`src/rtl/gpio_cfg_pkg.sv`:
```
// Shared selector codes and bank decode for the indirect GPIO configuration port.
// Assumes the selector is compared as an 8-bit value.
package gpio_cfg_pkg;

    localparam logic [7:0] SEL_OPEN_DRAIN = 8'h03;
    localparam logic [7:0] SEL_HIGH_DRIVE = 8'h04;
    localparam logic [7:0] SEL_WAKE_EN    = 8'h05;

    typedef enum logic [1:0] {
        BANK_NONE = 2'd0,
        BANK_OD   = 2'd1,
        BANK_HD   = 2'd2,
        BANK_WK   = 2'd3
    } bank_e;

    // Map a selector value onto the bank it names.
    function automatic bank_e decode_bank(input logic [7:0] sel);
        case (sel)
            SEL_OPEN_DRAIN: return BANK_OD;
            SEL_HIGH_DRIVE: return BANK_HD;
            SEL_WAKE_EN:    return BANK_WK;
            default:        return BANK_NONE;
        endcase
    endfunction

endpackage

```
`src/rtl/gpio_cfg_regs.sv`:
```
// Holds the address register and the three per-pin configuration banks.
// The banks are reached through the selector held in the address register.
// Assumes NPINS <= BUS_W and BUS_W >= 8. A control write in the same cycle
// as an address write uses the old selector.
module gpio_cfg_regs
    import gpio_cfg_pkg::*;
#(
    parameter int unsigned NPINS = 8,
    parameter int unsigned BUS_W = 8
) (
    input  logic             clk,
    input  logic             rst_n,
    input  logic             wr_addr,
    input  logic             wr_ctl,
    input  logic [BUS_W-1:0] wr_data,
    output logic [BUS_W-1:0] addr_q,
    output logic [BUS_W-1:0] ctl_rdata,
    output logic [NPINS-1:0] od_q,
    output logic [NPINS-1:0] hd_q,
    output logic [NPINS-1:0] wk_q
);

    bank_e bank;

    assign bank = decode_bank(addr_q[7:0]);

    // Address register: load on wr_addr, otherwise hold.
    always_ff @(posedge clk) begin
        if (!rst_n) begin
            addr_q <= '0;
        end else if (wr_addr) begin
            addr_q <= wr_data;
        end
    end

    // Bank writes: only the bank named by the current selector is updated.
    always_ff @(posedge clk) begin
        if (!rst_n) begin
            od_q <= '0;
            hd_q <= '0;
            wk_q <= '0;
        end else if (wr_ctl) begin
            case (bank)
                BANK_OD: od_q <= wr_data[NPINS-1:0];
                BANK_HD: hd_q <= wr_data[NPINS-1:0];
                BANK_WK: wk_q <= wr_data[NPINS-1:0];
                default: ;
            endcase
        end
    end

    // Readback mux: unimplemented selectors return zero.
    always_comb begin
        case (bank)
            BANK_OD: ctl_rdata = BUS_W'(od_q);
            BANK_HD: ctl_rdata = BUS_W'(hd_q);
            BANK_WK: ctl_rdata = BUS_W'(wk_q);
            default: ctl_rdata = '0;
        endcase
    end

endmodule

```
`src/rtl/gpio_pad_ctl.sv`:
```
// Per-pin pad strobe generation.
// An open-drain pin that is asked to drive a 1 is left floating.
// Assumes the driver's enable and value come from logic outside this block.
module gpio_pad_ctl #(
    parameter int unsigned NPINS = 8
) (
    input  logic [NPINS-1:0] drv_en,
    input  logic [NPINS-1:0] drv_val,
    input  logic [NPINS-1:0] od_q,
    input  logic [NPINS-1:0] hd_q,
    output logic [NPINS-1:0] pad_oe,
    output logic [NPINS-1:0] src_dis,
    output logic [NPINS-1:0] hi_drv
);

    for (genvar i = 0; i < NPINS; i++) begin : g_pin
        // One pin: gate the output enable and pass the drive settings through.
        assign pad_oe[i]  = drv_en[i] & ~(od_q[i] & drv_val[i]);
        assign src_dis[i] = od_q[i];
        assign hi_drv[i]  = hd_q[i];
    end

endmodule

```
`src/rtl/gpio_wake_det.sv`:
```
// Synchronizes the pad inputs and flags any level change on a wake-enabled
// pin while stop mode is held. The flag is sticky.
// Assumes pin_in is asynchronous and that stop_mode and wake_clr are synchronous.
module gpio_wake_det #(
    parameter int unsigned NPINS    = 8,
    parameter int unsigned SYNC_LEN = 2
) (
    input  logic             clk,
    input  logic             rst_n,
    input  logic [NPINS-1:0] pin_in,
    input  logic [NPINS-1:0] wk_q,
    input  logic             stop_mode,
    input  logic             wake_clr,
    output logic             wake_req
);

    logic [NPINS-1:0] sync_q [SYNC_LEN];
    logic [NPINS-1:0] base_q;
    logic             stop_q;
    logic             hit;

    for (genvar s = 0; s < SYNC_LEN; s++) begin : g_sync
        // One synchronizer stage.
        always_ff @(posedge clk) begin
            if (!rst_n) begin
                sync_q[s] <= '0;
            end else begin
                sync_q[s] <= (s == 0) ? pin_in : sync_q[(s == 0) ? 0 : s-1];
            end
        end
    end

    // Baseline tracking and stop-entry arming.
    always_ff @(posedge clk) begin
        if (!rst_n) begin
            base_q <= '0;
            stop_q <= 1'b0;
        end else begin
            base_q <= sync_q[SYNC_LEN-1];
            stop_q <= stop_mode;
        end
    end

    // A change counts only once stop mode was already high on the previous edge.
    assign hit = stop_mode && stop_q &&
                 (|((sync_q[SYNC_LEN-1] ^ base_q) & wk_q));

    // Sticky flag: a new detection wins over a clear in the same cycle.
    always_ff @(posedge clk) begin
        if (!rst_n) begin
            wake_req <= 1'b0;
        end else begin
            wake_req <= hit | (wake_req & stop_mode & ~wake_clr);
        end
    end

endmodule

```
`src/rtl/gpio_cfg_port.sv`:
```
// Top level of the indirectly configured GPIO port.
// It ties together the register banks, the pad strobes and the wake detector.
// Assumes a single clock domain and a synchronous active-low reset.
module gpio_cfg_port #(
    parameter int unsigned NPINS = 8,
    parameter int unsigned BUS_W = 8
) (
    input  logic             clk,
    input  logic             rst_n,
    input  logic             wr_addr,
    input  logic             wr_ctl,
    input  logic [BUS_W-1:0] wr_data,
    output logic [BUS_W-1:0] addr_q,
    output logic [BUS_W-1:0] ctl_rdata,
    input  logic [NPINS-1:0] drv_en,
    input  logic [NPINS-1:0] drv_val,
    output logic [NPINS-1:0] pad_oe,
    output logic [NPINS-1:0] src_dis,
    output logic [NPINS-1:0] hi_drv,
    input  logic [NPINS-1:0] pin_in,
    input  logic             stop_mode,
    input  logic             wake_clr,
    output logic             wake_req
);

    logic [NPINS-1:0] od_q;
    logic [NPINS-1:0] hd_q;
    logic [NPINS-1:0] wk_q;

    gpio_cfg_regs #(.NPINS(NPINS), .BUS_W(BUS_W)) u_regs (
        .clk       (clk),
        .rst_n     (rst_n),
        .wr_addr   (wr_addr),
        .wr_ctl    (wr_ctl),
        .wr_data   (wr_data),
        .addr_q    (addr_q),
        .ctl_rdata (ctl_rdata),
        .od_q      (od_q),
        .hd_q      (hd_q),
        .wk_q      (wk_q)
    );

    gpio_pad_ctl #(.NPINS(NPINS)) u_pad (
        .drv_en  (drv_en),
        .drv_val (drv_val),
        .od_q    (od_q),
        .hd_q    (hd_q),
        .pad_oe  (pad_oe),
        .src_dis (src_dis),
        .hi_drv  (hi_drv)
    );

    gpio_wake_det #(.NPINS(NPINS), .SYNC_LEN(2)) u_wake (
        .clk       (clk),
        .rst_n     (rst_n),
        .pin_in    (pin_in),
        .wk_q      (wk_q),
        .stop_mode (stop_mode),
        .wake_clr  (wake_clr),
        .wake_req  (wake_req)
    );

endmodule

```
`config.mk`:
```
export PLATFORM = sky130hd
export DESIGN_NAME = gpio_cfg_port
export DESIGN_NICKNAME = d
export VERILOG_FILES = /design/src/rtl/gpio_cfg_pkg.sv /design/src/rtl/gpio_cfg_regs.sv /design/src/rtl/gpio_pad_ctl.sv /design/src/rtl/gpio_wake_det.sv /design/src/rtl/gpio_cfg_port.sv
export SDC_FILE = /design/constraint.sdc
export NUM_CORES = 1
export LEC_CHECK = 0
export BUFFER_PORTS_ARGS = -buffer_cell sky130_fd_sc_hd__buf_2
export CAP_MARGIN = 20
export CORE_MARGIN = 5
export CORE_UTILIZATION = 26
export DETAILED_ROUTE_END_ITERATION = 16
export PLACE_DENSITY_LB_ADDON = 0.25
export SETUP_SLACK_MARGIN = 0.02
export SYNTH_ARGS = -nofsm -noshare
export SYNTH_HDL_FRONTEND = slang
export SYNTH_HIERARCHICAL = 1
export SYNTH_SLANG_ARGS = --single-unit
```
`constraint.sdc`:
```
create_clock -name clk -period 1.61 [get_ports clk]
set_input_delay 0.322 -clock clk [delete_from_list [all_inputs] [get_ports clk]]
set_output_delay 0.322 -clock clk [all_outputs]
set_load 0.03 [all_outputs]
```
### Word level (Yosys, flattened, before mapping)

Memories as Yosys holds them, arrays and structs flattened.
Cells that the tools add are included.
Widths: inputs -> output; s select.

* bits in writable memories: 16
* output and inout port bits: 41
* bits in registers: 42
* memories: 1

* equality and inequality tests: 6
* reductions and logical operators: 6
* muxes and demuxes: 6
* bitwise operators: 32

Memory list
* u_wake.sync_q: depth 2, bits a word 8, read ports 2, clocked after Yosys merged registers in 0, wr ports 2, RTL line gpio_wake_det.sv:17 `logic [NPINS-1:0] sync_q [SYNC_LEN];`

Operator list (number)
* $pmux 8 s3: 1
* $and 1x1->1: 18
* $eq 8x3->1 const B: 2
* $mux 8: 2
* $not 1->1: 9
* $and 8x8->8: 1
* $eq 8x2->1 const B: 1
* $reduce_or 8->1: 1
* $xor 8x8->8: 1
* $pmux 2 s3: 1
* $reduce_and 2->1: 3
* $eq 2x2->1 const B: 2
* $or 1x1->1: 3
* $eq 2x1->1 const B: 1
* $logic_and 1x1->1: 2
* $mux 1: 2

### Logic depth before layout (Yosys ltp)

* depth in word-level cells: 5
* mapped depth: 5
* gate-level depth less buffers: 4

### Cells and area by module

The synthesis kept the hierarchy.

By module, submodules not included
* gpio_cfg_regs: area each 1450.1 µm², cells each 154, times used 1
* gpio_wake_det: area each 819.5 µm², cells each 68, times used 1
* gpio_pad_ctl: area each 210.2 µm², cells each 24, times used 1

### Least setup slack after synthesis

OpenSTA, ideal clock, no wires.

* path type: register -> output
* from: register u_regs.addr_q[0]
* to: output port ctl_rdata[3]
* data arrival time: 1.580 ns
* cell stages (with the launch flop): 6
* required time: 1.288 ns
* path buffers: 1
* setup slack: -0.292 ns
* cells stage by stage: dfxtp_1 > nor3b_2 > and4b_1 > buf_6 > a222oi_1 > inv_1

* cells in the longest elaborated chain, start to end: 4

RTL lines
* start: declaration: RTL line gpio_cfg_regs.sv:16 `output logic [BUS_W-1:0] addr_q,`
* start signal: assignment: RTL line gpio_cfg_regs.sv:32 `addr_q <= wr_data;`
* $eq 8x3->1 or $eq 8x2->1 (tied branches): RTL line gpio_cfg_pkg.sv:18 `case (sel)`
* $pmux 2 s3 *: RTL line gpio_cfg_pkg.sv:18
* $eq 2x2->1 or $eq 2x1->1 (tied branches): RTL line gpio_cfg_regs.sv:54 `case (bank)`
* $pmux 8 s3 *: RTL line gpio_cfg_regs.sv:54
* end: declaration: RTL line gpio_cfg_port.sv:14 `output logic [BUS_W-1:0] ctl_rdata,`

Every way passes the cells marked *; elsewhere a longest branch is shown, timed or not.

### Worst setup path in the final report

* from: register u_regs.addr_q[2]
* to: output port ctl_rdata[4]

The elaborated chain is that of the path after synthesis.

==> impl_metrics.ini <==
[outcome]
status = complete, but fails checks
violations = negative setup slack

[floorplan]
io_pins = 79
die_height_um = 107.7
core_area_mm2 = 0.009284
rows = 35
die_w_um = 107.7
initial_core_util = 0.2671
die_area_mm2 = 0.01159

[yosys]
yosys.area_share.simple = 0.2043
synthCells = 246
synth_compound_area_frac = 0.09738
synth_top_family_by_area = simple AND/OR/NAND/NOR gates
synth_cell_types = 30
synth_seq_cells = 58
synth_fp_nets = 284
synth-xor-area-share = 0.02825
synthMuxAreaShare = 0.1292
ys_seq_area_frac = 0.4682
syn_area_per_cell_um2 = 10.08
synth_top_area_share = 0.4682
ys_warn_count = 6
synthTopCellsByArea = dfxtp_1 (47%), mux2i_1 (13%), and2_1 (6.1%)
synth_area_mm2 = 0.002480
yosys.area.top_type = dfxtp_1
synth_adder_area_share = 0

[cts]
cts.sinks = 58
cts_buffers = 9
insertion_delay_ns = 0.33
cts_hold_buffers = 0
cts_buffer_depth = 2
cts_root_buf = clkbuf_8
cts_tree = yes
ctsHtreeMaxLevel = 3
clk_pin_slew_ns = 0.07

[timing]
finalSetupViolations = 8
final_hold_viol_count = 0
min_period_ns = 2.044
worst_slack_ns = -0.4339
finalClockSkew_ns = 0.004281
max_freq_mhz = 489.3
finalCritPeriodShare = 1.270
slew_violations = 0
rsz0062_at_grt = true
maxSlewHeadroom = 0.7580
tightest_slew_ns = 0.3631

[power]
power_density_mw_per_mm2 = 940.7
p_leak_uw = 0.001611
finalPower_uw = 3249
ir_worst_vdd_mv = 0.5363

[global_routing]
grt-ovfl-total = 0
antenna_found_initial = 0
grt_max_degree = 36
first_global_vias = 1954
grt_first_pass_wirelength_um = 9867
grt_util_all_layers = 0.1104

[worst_setup_path]
crit_path_end_kind = output pin
crit_path_max_fanout = 5
path_class = reg2out
cp-start-kind = flop
crit_required_ns = 1.29
arrival_ns = 1.72

[worst_hold_path]
min_path_type = in2reg

[final_layout]
nets = 370
diodes = 0
mostFrequentLayoutCells = buf_2 (70), dfxtp_1 (50), nand2_1 (33)
layout-drive-gt1-share = 0.4837
areaGrowthSynthToFinish_pct = 39.25
final_common_cell = buf_2
fin_cells = 466

[detailed_routing]
ant_nets = 0
vias = 1913
drc = 0
drt_iter0_drc = 63
wl_per_cell_um = 13.11
route.final.wire_length_um = 6109
via_per_inst = 4.105
dr.pass1.iters = 4

[place]
hpwl_um = 4685
io_buffer_count = 78
finalWeightedCongestion = 0.7527
dp_cells = 447

[job]
cap_violations = 0
-- power by group --
part / internal (µW) / switching, µW / total [µW]
sequential: 1480 / 27.4 / 1500
combinational: 160 / 195 / 355
clock: 839 / 550 / 1390
-- cell families after synthesis --
| kind of cell | Yosys count |
|---|---|
| AO/OA/AOI/OAI | 27 |
| XOR/XNOR | 8 |
| buffers and inverters | 28 |
| flip-flops | 58 |
| multiplexers | 32 |
| AND/OR/NAND/NOR | 93 |
-- cells in the mapped netlist --
cell,number
clkbuf_1,7
dfxtp_1,58
o21ai_1,2
o21ai_0,1
mux2i_1,32
nand3_1,1
xor2_1,8
inv_1,2
nor2_1,5
and2_1,24
and3_1,2
nor3b_2,1
nor2b_1,11
a22oi_2,2
nand2_1,39
and4b_1,1
a21o_1,3
nand4_1,1
and3b_1,2
buf_4,18
a222oi_1,2
nor4b_2,1
and4_1,2
a31o_1,1
and2_2,1
buf_6,1
nand2_4,1
a21boi_2,8
a22oi_1,8
nor3b_1,1
-- per-layer routing --
layer / GRT usage / wire (µm) / share of wire / vias to the layer above
met5: 0 / 0 / 0 / -
met4: 0.01894 / 42 / 0.0069 / 0
met3: 0.04559 / 352 / 0.058 / 5
met2: 0.1807 / 2891 / 0.47 / 54
met1: 0.1376 / 2822 / 0.46 / 867
li1: - / - / - / 987
-- metrics by stage --
stage / cell area (µm²) / hold slack (ns) / setup TNS, ns / setup slack [ns] / util
detailed placement: 3060 / 0.4185 / -0.6146 / -0.1194 / 0.3297
CTS: 3422 / 0.1735 / -2.879 / -0.4415 / 0.3686
global placement: 3060 / 0.4141 / -0.5828 / -0.1015 / 0.3297
global route: 3453 / 0.1760 / -3.382 / -0.4936 / 0.3720
floorplan: 2519 / 0.4057 / -0.1067 / -0.05337 / -
finish: 3453 / 0.1988 / -2.683 / -0.4339 / 0.3720
-- path summary, 6_finish.rpt --
path / startpoint / cells past startpoint / slack [ns] / end
max: u_regs/addr_q[2]$_SDFFE_PN0P_ / 6 / -0.43 / ctl_rdata[4]
min reg2reg: u_wake/sync_q[0][3]$_SDFF_PN0_ / 1 / 0.43 / u_wake/sync_q[1][3]$_SDFF_PN0_
min: pin_in[2] / 2 / 0.20 / u_wake/sync_q[0][2]$_SDFF_PN0_
max reg2reg: u_regs/addr_q[1]$_SDFFE_PN0P_ / 7 / 0.12 / u_regs/hd_q[3]$_SDFFE_PN0P_
-- state kept, by name (all words and copies together), names as in the netlist --
signal,count
u_wake/sync_q,16
u_regs/hd_q,8
u_wake/stop_q,1
u_regs/od_q,8
u_wake/base_q,8
u_regs/addr_q,8
u_regs/wk_q,8
u_wake/wake_req,1
-- critical path: stages (launching register included) --
cell and delay (ns):
dfxtp_4 0.34, nor3b_4 0.15, and4b_1 0.19, buf_6 0.13
a222oi_1 0.38, inv_2 0.06, buf_6 0.14
-- cell type report --
class / instances / area (µm²)
fillers: 972 / 5831
multi-input cells: 160 / 1256
flip-flops and latches: 58 / 1179
repair buffers: 101 / 636.9
clock buffers: 11 / 162.7
well taps: 129 / 161.4
clock inverters: 5 / 50.05
inverters: 2 / 7.507
-- what timing repair did --
| action | CTS | global route |
|---|---|---|
| endpoints found under the setup margin | 21 | 23 |
| gates resized for setup | 36 | 7 |
| buffers inserted | 3 | 1 |
| endpoints found under the hold margin | 0 | 0 |
| pin swaps | 17 | 10 |
No activity file was read; power rests on OpenSTA's default activity.
